$ cat config.mk
export PLATFORM = sky130hd
export DESIGN_NAME = twsm_slave
export DESIGN_NICKNAME = d
export VERILOG_FILES = /design/src/rtl/twsm_pkg.sv /design/src/rtl/twsm_sync.sv /design/src/rtl/twsm_shift.sv /design/src/rtl/twsm_actr.sv /design/src/rtl/twsm_slave.sv
export SDC_FILE = /design/constraint.sdc
export NUM_CORES = 1
export LEC_CHECK = 0
export BUFFER_PORTS_ARGS = -buffer_cell sky130_fd_sc_hd__buf_2
export CORE_MARGIN = 4
export CORE_UTILIZATION = 30
export CTS_CLUSTER_SIZE = 24
export DETAILED_ROUTE_END_ITERATION = 16
export PLACE_DENSITY_LB_ADDON = 0.2
export SLEW_MARGIN = 0
export SYNTH_ARGS = -nofsm -noshare
export SYNTH_HDL_FRONTEND = slang
export SYNTH_SLANG_ARGS = --single-unit
export TNS_END_PERCENT = 100
$ cat constraint.sdc
create_clock -name clk -period 2.1 [get_ports clk]
set_input_delay 0.315 -clock clk [delete_from_list [all_inputs] [get_ports clk]]
set_output_delay 0.315 -clock clk [all_outputs]
set_load 0.01 [all_outputs]
$ cat src/rtl/twsm_pkg.sv
package twsm_pkg;

    typedef enum logic [3:0] {
        ST_IDLE,
        ST_DEV,
        ST_DEV_ACK,
        ST_ADDR_HI,
        ST_HI_ACK,
        ST_ADDR_LO,
        ST_LO_ACK,
        ST_WDATA,
        ST_WD_ACK,
        ST_RDATA,
        ST_MACK,
        ST_IGNORE
    } twsm_state_e;

    localparam int BYTE_W = 8;
    localparam int CNT_W  = 4;

endpackage

$ cat src/rtl/twsm_sync.sv
// Multi-stage synchronizer for one bus line; also exposes the previous
// synchronized value so the caller can find edges.
module twsm_sync #(
    parameter int N = 2
) (
    input  logic clk,
    input  logic rst_n,
    input  logic din,
    output logic lvl,
    output logic prv
);
    logic [N:0] chain;

    always_ff @(posedge clk or negedge rst_n) begin
        if (!rst_n) chain <= '1;
        else        chain <= {chain[N-1:0], din};
    end

    assign lvl = chain[N-1];
    assign prv = chain[N];
endmodule

$ cat src/rtl/twsm_shift.sv
// Shared byte shifter: samples the line on every SCL rise (receive) and
// exposes its MSB as the next bit to drive (transmit).
module twsm_shift #(
    parameter int W     = 8,
    parameter int CNT_W = 4
) (
    input  logic             clk,
    input  logic             rst_n,
    input  logic             clr,
    input  logic             smp,
    input  logic             din,
    input  logic             ld,
    input  logic [W-1:0]     ld_val,
    output logic [W-1:0]     sh,
    output logic [CNT_W-1:0] cnt
);
    always_ff @(posedge clk or negedge rst_n) begin
        if (!rst_n)   sh <= '0;
        else if (ld)  sh <= ld_val;
        else if (smp) sh <= {sh[W-2:0], din};
    end

    always_ff @(posedge clk or negedge rst_n) begin
        if (!rst_n)   cnt <= '0;
        else if (clr) cnt <= '0;
        else if (smp) cnt <= cnt + 1'b1;
    end
endmodule

$ cat src/rtl/twsm_actr.sv
// Address counter: full-width increment for reads, low-field increment
// (page wrap) for writes, parallel load from the address bytes.
module twsm_actr #(
    parameter int ADDR_W = 17,
    parameter int PAGE   = 8
) (
    input  logic              clk,
    input  logic              rst_n,
    input  logic              ld,
    input  logic [ADDR_W-1:0] ld_val,
    input  logic              inc_all,
    input  logic              inc_page,
    output logic [ADDR_W-1:0] q
);
    always_ff @(posedge clk or negedge rst_n) begin
        if (!rst_n)        q <= '0;
        else if (ld)       q <= ld_val;
        else if (inc_all)  q <= q + 1'b1;
        else if (inc_page) q <= {q[ADDR_W-1:PAGE], q[PAGE-1:0] + 1'b1};
    end
endmodule

$ cat src/rtl/twsm_slave.sv
module twsm_slave
    import twsm_pkg::*;
#(
    parameter int         ADDR_W = 17,
    parameter logic [3:0] DEV_ID = 4'hA,
    parameter int         SYNC_N = 2
) (
    input  logic              clk,
    input  logic              rst_n,
    input  logic              scl_in,
    input  logic              sda_in,
    output logic              sda_oe,
    output logic [ADDR_W-1:0] mem_addr,
    input  logic [7:0]        mem_rdata,
    output logic [7:0]        mem_wdata,
    output logic              mem_we,
    input  logic              busy_in
);
    localparam int         PG_W  = ADDR_W - 16;
    localparam logic [2:0] ZMASK = 3'(7 << PG_W);
    localparam int         PAGE  = 8;

    // ---------------- line synchronizers ----------------
    logic [1:0] raw, lvl, prv;
    assign raw = {scl_in, sda_in};

    for (genvar g = 0; g < 2; g++) begin : g_sync
        twsm_sync #(.N(SYNC_N)) u_sync (
            .clk  (clk),
            .rst_n(rst_n),
            .din  (raw[g]),
            .lvl  (lvl[g]),
            .prv  (prv[g])
        );
    end

    logic scl_l, scl_p, sda_l, sda_p;
    logic scl_r, scl_f, start_c, stop_c;
    assign scl_l   = lvl[1];
    assign scl_p   = prv[1];
    assign sda_l   = lvl[0];
    assign sda_p   = prv[0];
    assign scl_r   = scl_l & ~scl_p;
    assign scl_f   = ~scl_l & scl_p;
    assign start_c = scl_l & scl_p & sda_p & ~sda_l;
    assign stop_c  = scl_l & scl_p & ~sda_p & sda_l;

    // ---------------- datapath ----------------
    twsm_state_e        st, nxt;
    logic               clr_cnt, ld_sh, inc_all, ctr_ld;
    logic [BYTE_W-1:0]  sh;
    logic [CNT_W-1:0]   cnt;
    logic [ADDR_W-1:0]  ctr;
    logic               hdr_rw;
    logic [PG_W-1:0]    hdr_pg;
    logic [7:0]         hi_q;

    twsm_shift #(.W(BYTE_W), .CNT_W(CNT_W)) u_shift (
        .clk   (clk),
        .rst_n (rst_n),
        .clr   (clr_cnt),
        .smp   (scl_r),
        .din   (sda_l),
        .ld    (ld_sh),
        .ld_val(mem_rdata),
        .sh    (sh),
        .cnt   (cnt)
    );

    twsm_actr #(.ADDR_W(ADDR_W), .PAGE(PAGE)) u_actr (
        .clk     (clk),
        .rst_n   (rst_n),
        .ld      (ctr_ld),
        .ld_val  ({hdr_pg, hi_q, sh}),
        .inc_all (inc_all),
        .inc_page(mem_we),
        .q       (ctr)
    );

    assign mem_addr = ctr;

    logic byte_done, dev_ok, mack_ok, last_bit;
    assign last_bit  = (cnt == CNT_W'(BYTE_W));
    assign byte_done = scl_f & last_bit;
    assign dev_ok    = (sh[7:4] == DEV_ID) && ((sh[3:1] & ZMASK) == 3'b000) && !busy_in;
    assign mack_ok   = ~sh[0];

    // ---------------- state register ----------------
    always_ff @(posedge clk or negedge rst_n) begin
        if (!rst_n) st <= ST_IDLE;
        else        st <= nxt;
    end

    // ---------------- next state and datapath controls ----------------
    always_comb begin
        nxt     = st;
        clr_cnt = 1'b0;
        ld_sh   = 1'b0;
        inc_all = 1'b0;
        ctr_ld  = 1'b0;
        if (start_c) begin
            nxt     = ST_DEV;
            clr_cnt = 1'b1;
        end else if (stop_c) begin
            nxt = ST_IDLE;
        end else begin
            unique case (st)
                ST_IDLE, ST_IGNORE: nxt = st;
                ST_DEV: begin
                    if (byte_done) nxt = dev_ok ? ST_DEV_ACK : ST_IGNORE;
                end
                ST_DEV_ACK: begin
                    if (scl_f) begin
                        clr_cnt = 1'b1;
                        if (hdr_rw) begin
                            nxt     = ST_RDATA;
                            ld_sh   = 1'b1;
                            inc_all = 1'b1;
                        end else begin
                            nxt = ST_ADDR_HI;
                        end
                    end
                end
                ST_ADDR_HI: if (byte_done) nxt = ST_HI_ACK;
                ST_HI_ACK: begin
                    if (scl_f) begin
                        nxt     = ST_ADDR_LO;
                        clr_cnt = 1'b1;
                    end
                end
                ST_ADDR_LO: begin
                    if (byte_done) begin
                        nxt    = ST_LO_ACK;
                        ctr_ld = 1'b1;
                    end
                end
                ST_LO_ACK, ST_WD_ACK: begin
                    if (scl_f) begin
                        nxt     = ST_WDATA;
                        clr_cnt = 1'b1;
                    end
                end
                ST_WDATA: if (byte_done) nxt = ST_WD_ACK;
                ST_RDATA: if (byte_done) nxt = ST_MACK;
                ST_MACK: begin
                    if (scl_f) begin
                        if (mack_ok) begin
                            nxt     = ST_RDATA;
                            clr_cnt = 1'b1;
                            ld_sh   = 1'b1;
                            inc_all = 1'b1;
                        end else begin
                            nxt = ST_IGNORE;
                        end
                    end
                end
                default: nxt = ST_IDLE;
            endcase
        end
    end

    // ---------------- registered outputs ----------------
    always_ff @(posedge clk or negedge rst_n) begin
        if (!rst_n) begin
            sda_oe    <= 1'b0;
            mem_we    <= 1'b0;
            mem_wdata <= '0;
            hdr_rw    <= 1'b0;
            hdr_pg    <= '0;
            hi_q      <= '0;
        end else begin
            mem_we <= 1'b0;
            if (start_c || stop_c) begin
                sda_oe <= 1'b0;
            end else begin
                unique case (st)
                    ST_DEV: begin
                        if (byte_done) begin
                            hdr_rw <= sh[0];
                            hdr_pg <= sh[PG_W:1];
                            sda_oe <= dev_ok;
                        end
                    end
                    ST_ADDR_HI: begin
                        if (byte_done) begin
                            hi_q   <= sh;
                            sda_oe <= 1'b1;
                        end
                    end
                    ST_ADDR_LO: if (byte_done) sda_oe <= 1'b1;
                    ST_WDATA: begin
                        if (byte_done) begin
                            sda_oe    <= 1'b1;
                            mem_we    <= 1'b1;
                            mem_wdata <= sh;
                        end
                    end
                    ST_DEV_ACK: if (scl_f) sda_oe <= hdr_rw ? ~mem_rdata[7] : 1'b0;
                    ST_HI_ACK, ST_LO_ACK, ST_WD_ACK: if (scl_f) sda_oe <= 1'b0;
                    ST_RDATA: if (scl_f) sda_oe <= last_bit ? 1'b0 : ~sh[7];
                    ST_MACK: if (scl_f) sda_oe <= mack_ok ? ~mem_rdata[7] : 1'b0;
                    default: sda_oe <= 1'b0;
                endcase
            end
        end
    end
endmodule

==> run_results.csv <==
group,metric,value,unit
floorplanning,die_w,108.3,um
worst_setup_path,cp_slowest_stage_delay,0.57,ns
drt,vias,2459,
floorplanning,fp.coreArea,0.009774,mm2
logic_synthesis,synth_ff_type,"dfrtp_1",
logic_synthesis,syn_area,0.003015,mm2
sta,fmax,525.0,MHz
sta,rsz0062_at_grt,"no",
placement,place_ws,0.1214,ns
sta,fin_crit_sh,90.70,%
worst_setup_path,cp_cell_sequence,"and2b_4 -> nor4b_2 -> a31oi_1 -> o21ai_2 -> mux2_2",
power_and_ir_drop,leakagePower,0.001733,uW
worst_setup_path,cp-start-kind,"register",
logic_synthesis,synth_compound_area_share,12.74,%
logic_synthesis,syn_nets,313,
drt,drc,0,
power_and_ir_drop,p_per_area,964.2,mW/mm2
floorplanning,io_pins,40,
final_layout,areaGrowthSynthToFinish,23.57,%
final_layout,nNetsFinal,373,
grt,first_global_vias,2460,
power_and_ir_drop,power,3593,uW
logic_synthesis,ys_async_sr_fraction,100.0,%
logic_synthesis,synth_seq_cells,59,
worst_hold_path,hp-class,"input pin to register",
final_layout,diodes,0,
floorplanning,dieArea,0.01172,mm2
clocking,clk_latency,0.34,ns
sta,timing.final.ws_setup,0.1953,ns
clocking,root_buffer,"clkbuf_8",
final_layout,drive_gt1_share,31.77,%
clocking,ctsLongestPathBuffers,2,
sta,hold_viol_final,0,
sta,slew_headroom,63.89,%
clocking,cts_setup_buffers,0,
sta,fin_skew,0.01224,ns
grt,antenna_found_initial,0,
grt,grt_pass1_wl,12740,um
clocking,cts_tree,"built",
placement,dpl.hpwl,5457,um
sta,fin_tns_setup,0,ns
placement,port-buffer-count,39,
sta,setup_violations,0,
floorplanning,die_h,108.3,um
final_layout,fillCellCount,1010,
grt,grt_use_total,13.89,%
worst_setup_path,critical_path.top_delay_family,"flip-flops",
worst_setup_path,crit_fanout,7,
drt,drt_pre_antenna_iters,4,
logic_synthesis,yosys_warnings,0,
worst_setup_path,cp.buffers_inverters,0,
logic_synthesis,ys_top_cells_by_area,"dfrtp_1, mux2_2, nand2_1",
worst_setup_path,cp_slowest_cell,"dfstp_2",
drt,routedWlPerCell,15.00,um
sta,final_max_slew_viol_count,0,
clocking,htree_levels,3,
clocking,cts.sinks,59,
logic_synthesis,synth-adder-area-share,1.245,%
logic_synthesis,synth_top_area_cell,"dfrtp_1",
grt,grt_overflow,0,
worst_setup_path,critPathKind,"register to register",
sta,worst_pin_slew,0.5417,ns
clocking,cts.clk_slew.worst_paths,0.07,ns
drt,drtAntennaViolNets,0,
drt,vias_per_cell,4.968,
worst_setup_path,cp.required,2.33,ns
floorplanning,start_util,30.85,%
logic_synthesis,yosysSeqAreaShare,49.21,%
drt,drtIter0Drc,167,
logic_synthesis,synth_top_family_by_area,"simple AND/OR/NAND/NOR gates",
worst_setup_path,worstPathArrival,2.13,ns
logic_synthesis,yosys.area_share.simple,20.17,%
logic_synthesis,synth_mux_area_share,8.465,%
logic_synthesis,synth.avg_cell_area,10.15,um2
logic_synthesis,synth_edf_count,0,
logic_synthesis,syn-instance-count,297,
clocking,numCtsBuffers,9,
logic_synthesis,yosysUniqueCellTypes,55,
placement,gp_congestion,0.8642,
drt,drt_wl_total,7425,um
grt,grt_max_degree,39,
status,status,"completed",
logic_synthesis,synth_xor_area_share,4.938,%
worst_setup_path,end_kind,"register",
power_and_ir_drop,vdd_drop_max,468.0,uV
logic_synthesis,synth_top_cell_area_share,43.98,%
job,drv_cap,0,
sta,finalCriticalPeriod,1.905,ns
floorplanning,rows,36,
[cells in the mapped netlist, types with 7 or more instances]
library cell and instances:
mux2_2 20, nand4_1 8, o21ai_0 14, dfrtp_1 53, nand3_1 7, a22oi_1 7
inv_1 7, a21oi_1 7, o21ai_1 9, xnor2_1 8, nand2_1 43, xor2_1 9
nor2_1 24
[layout make-up]
type                            count  area (um2)  share of cell area (%)
Inverter                            7       26.28                  0.7052
Timing Repair Buffer               61       379.1                   10.17
Clock inverter                      7       100.1                   2.686
Clock buffer                        9       123.9                   3.324
Tap cell                          133       166.4                   4.466
Multi-Input combinational cell    219        1446                   38.82
Sequential cell                    59        1484                   39.83
[placed cells by master, fill, tap and decap left out, types with 8 or more instances in the layout]
| master | count |
|---|---|
| o21ai_0 | 14 |
| xor2_1 | 9 |
| dfrtp_1 | 53 |
| clkbuf_8 | 9 |
| mux2_2 | 20 |
| nor2_1 | 24 |
| buf_2 | 39 |
| nand2_1 | 43 |
| buf_4 | 19 |
| o21ai_1 | 9 |
| xnor2_1 | 8 |
| nand4_1 | 8 |
[sequential cells by signal (all words and copies together), names as in the netlist]
name                 count
u_actr.q                17
hi_q                     8
mem_wdata                8
u_shift.sh               8
g_sync.u_sync.chain      6
st                       4
u_shift.cnt              4
hdr_pg                   1
hdr_rw                   1
mem_we                   1
sda_oe                   1
[power by group]
part	switching, uW	internal [uW]	total (uW)	leakage (uW)
registers	155	1280	1430	0.000783
clock network	506	678	1180	0.000114
logic	557	421	979	0.000836
[through the flow]
stage          instances  utilization (%)  cell area [um2]  hold WS [ns]
2_1_floorplan        297                -             3015       0.01941
3_3_place_gp         478            35.62             3482        0.3429
3_5_place_dp         478            35.62             3482        0.3380
4_1_cts              495            38.02             3716       0.04693
5_1_grt              495            38.12             3726       0.04236
6_report             495            38.12             3726       0.06644
[repair_timing]
| action | 4_1_cts | 5_1_grt |
|---|---|---|
| endpoints found under the setup margin | 0 | 2 |
| endpoints found under the hold margin | 16 | 0 |
| hold buffers | 1 | 0 |
| gates resized for setup | 0 | 3 |
[routing by layer]
metal	vias up	track usage, %	part of all wire, %
li1	1199	-	-
met1	1181	19.60	49
met2	65	20.16	43
met3	14	4.537	6.0
met4	0	4.328	2.1
met5	-	0	0
[kinds of logic after synthesis]
| group | after synthesis |
|---|---|
| AND/OR/NAND/NOR | 119 |
| flip-flops | 59 |
| AO/OA/AOI/OAI | 57 |
| multiplexers | 23 |
| buffers and inverters | 19 |
| XOR/XNOR | 17 |
| adder cells (fa/ha/maj) | 3 |
[worst paths after layout]
path | from | to | slack, ns | depth (start not counted)
setup / recovery | g_sync[1].u_sync.chain[1]$_DFF_PN1_ | st[0]$_DFFE_PN0P_ | 0.20 | 5
hold / removal | sda_in | g_sync[0].u_sync.chain[0]$_DFF_PN1_ | 0.07 | 1
setup reg to reg | g_sync[1].u_sync.chain[1]$_DFF_PN1_ | st[0]$_DFFE_PN0P_ | 0.20 | 5
hold reg to reg | g_sync[1].u_sync.chain[0]$_DFF_PN1_ | g_sync[1].u_sync.chain[1]$_DFF_PN1_ | 0.36 | 0
max in group asynchronous | rst_n | g_sync[1].u_sync.chain[0]$_DFF_PN1_ | 0.98 | 3
min in group asynchronous | rst_n | u_actr.q[2]$_DFFE_PN0P_ | 0.49 | 2
Note: power is estimated with default switching activity, not from simulation.
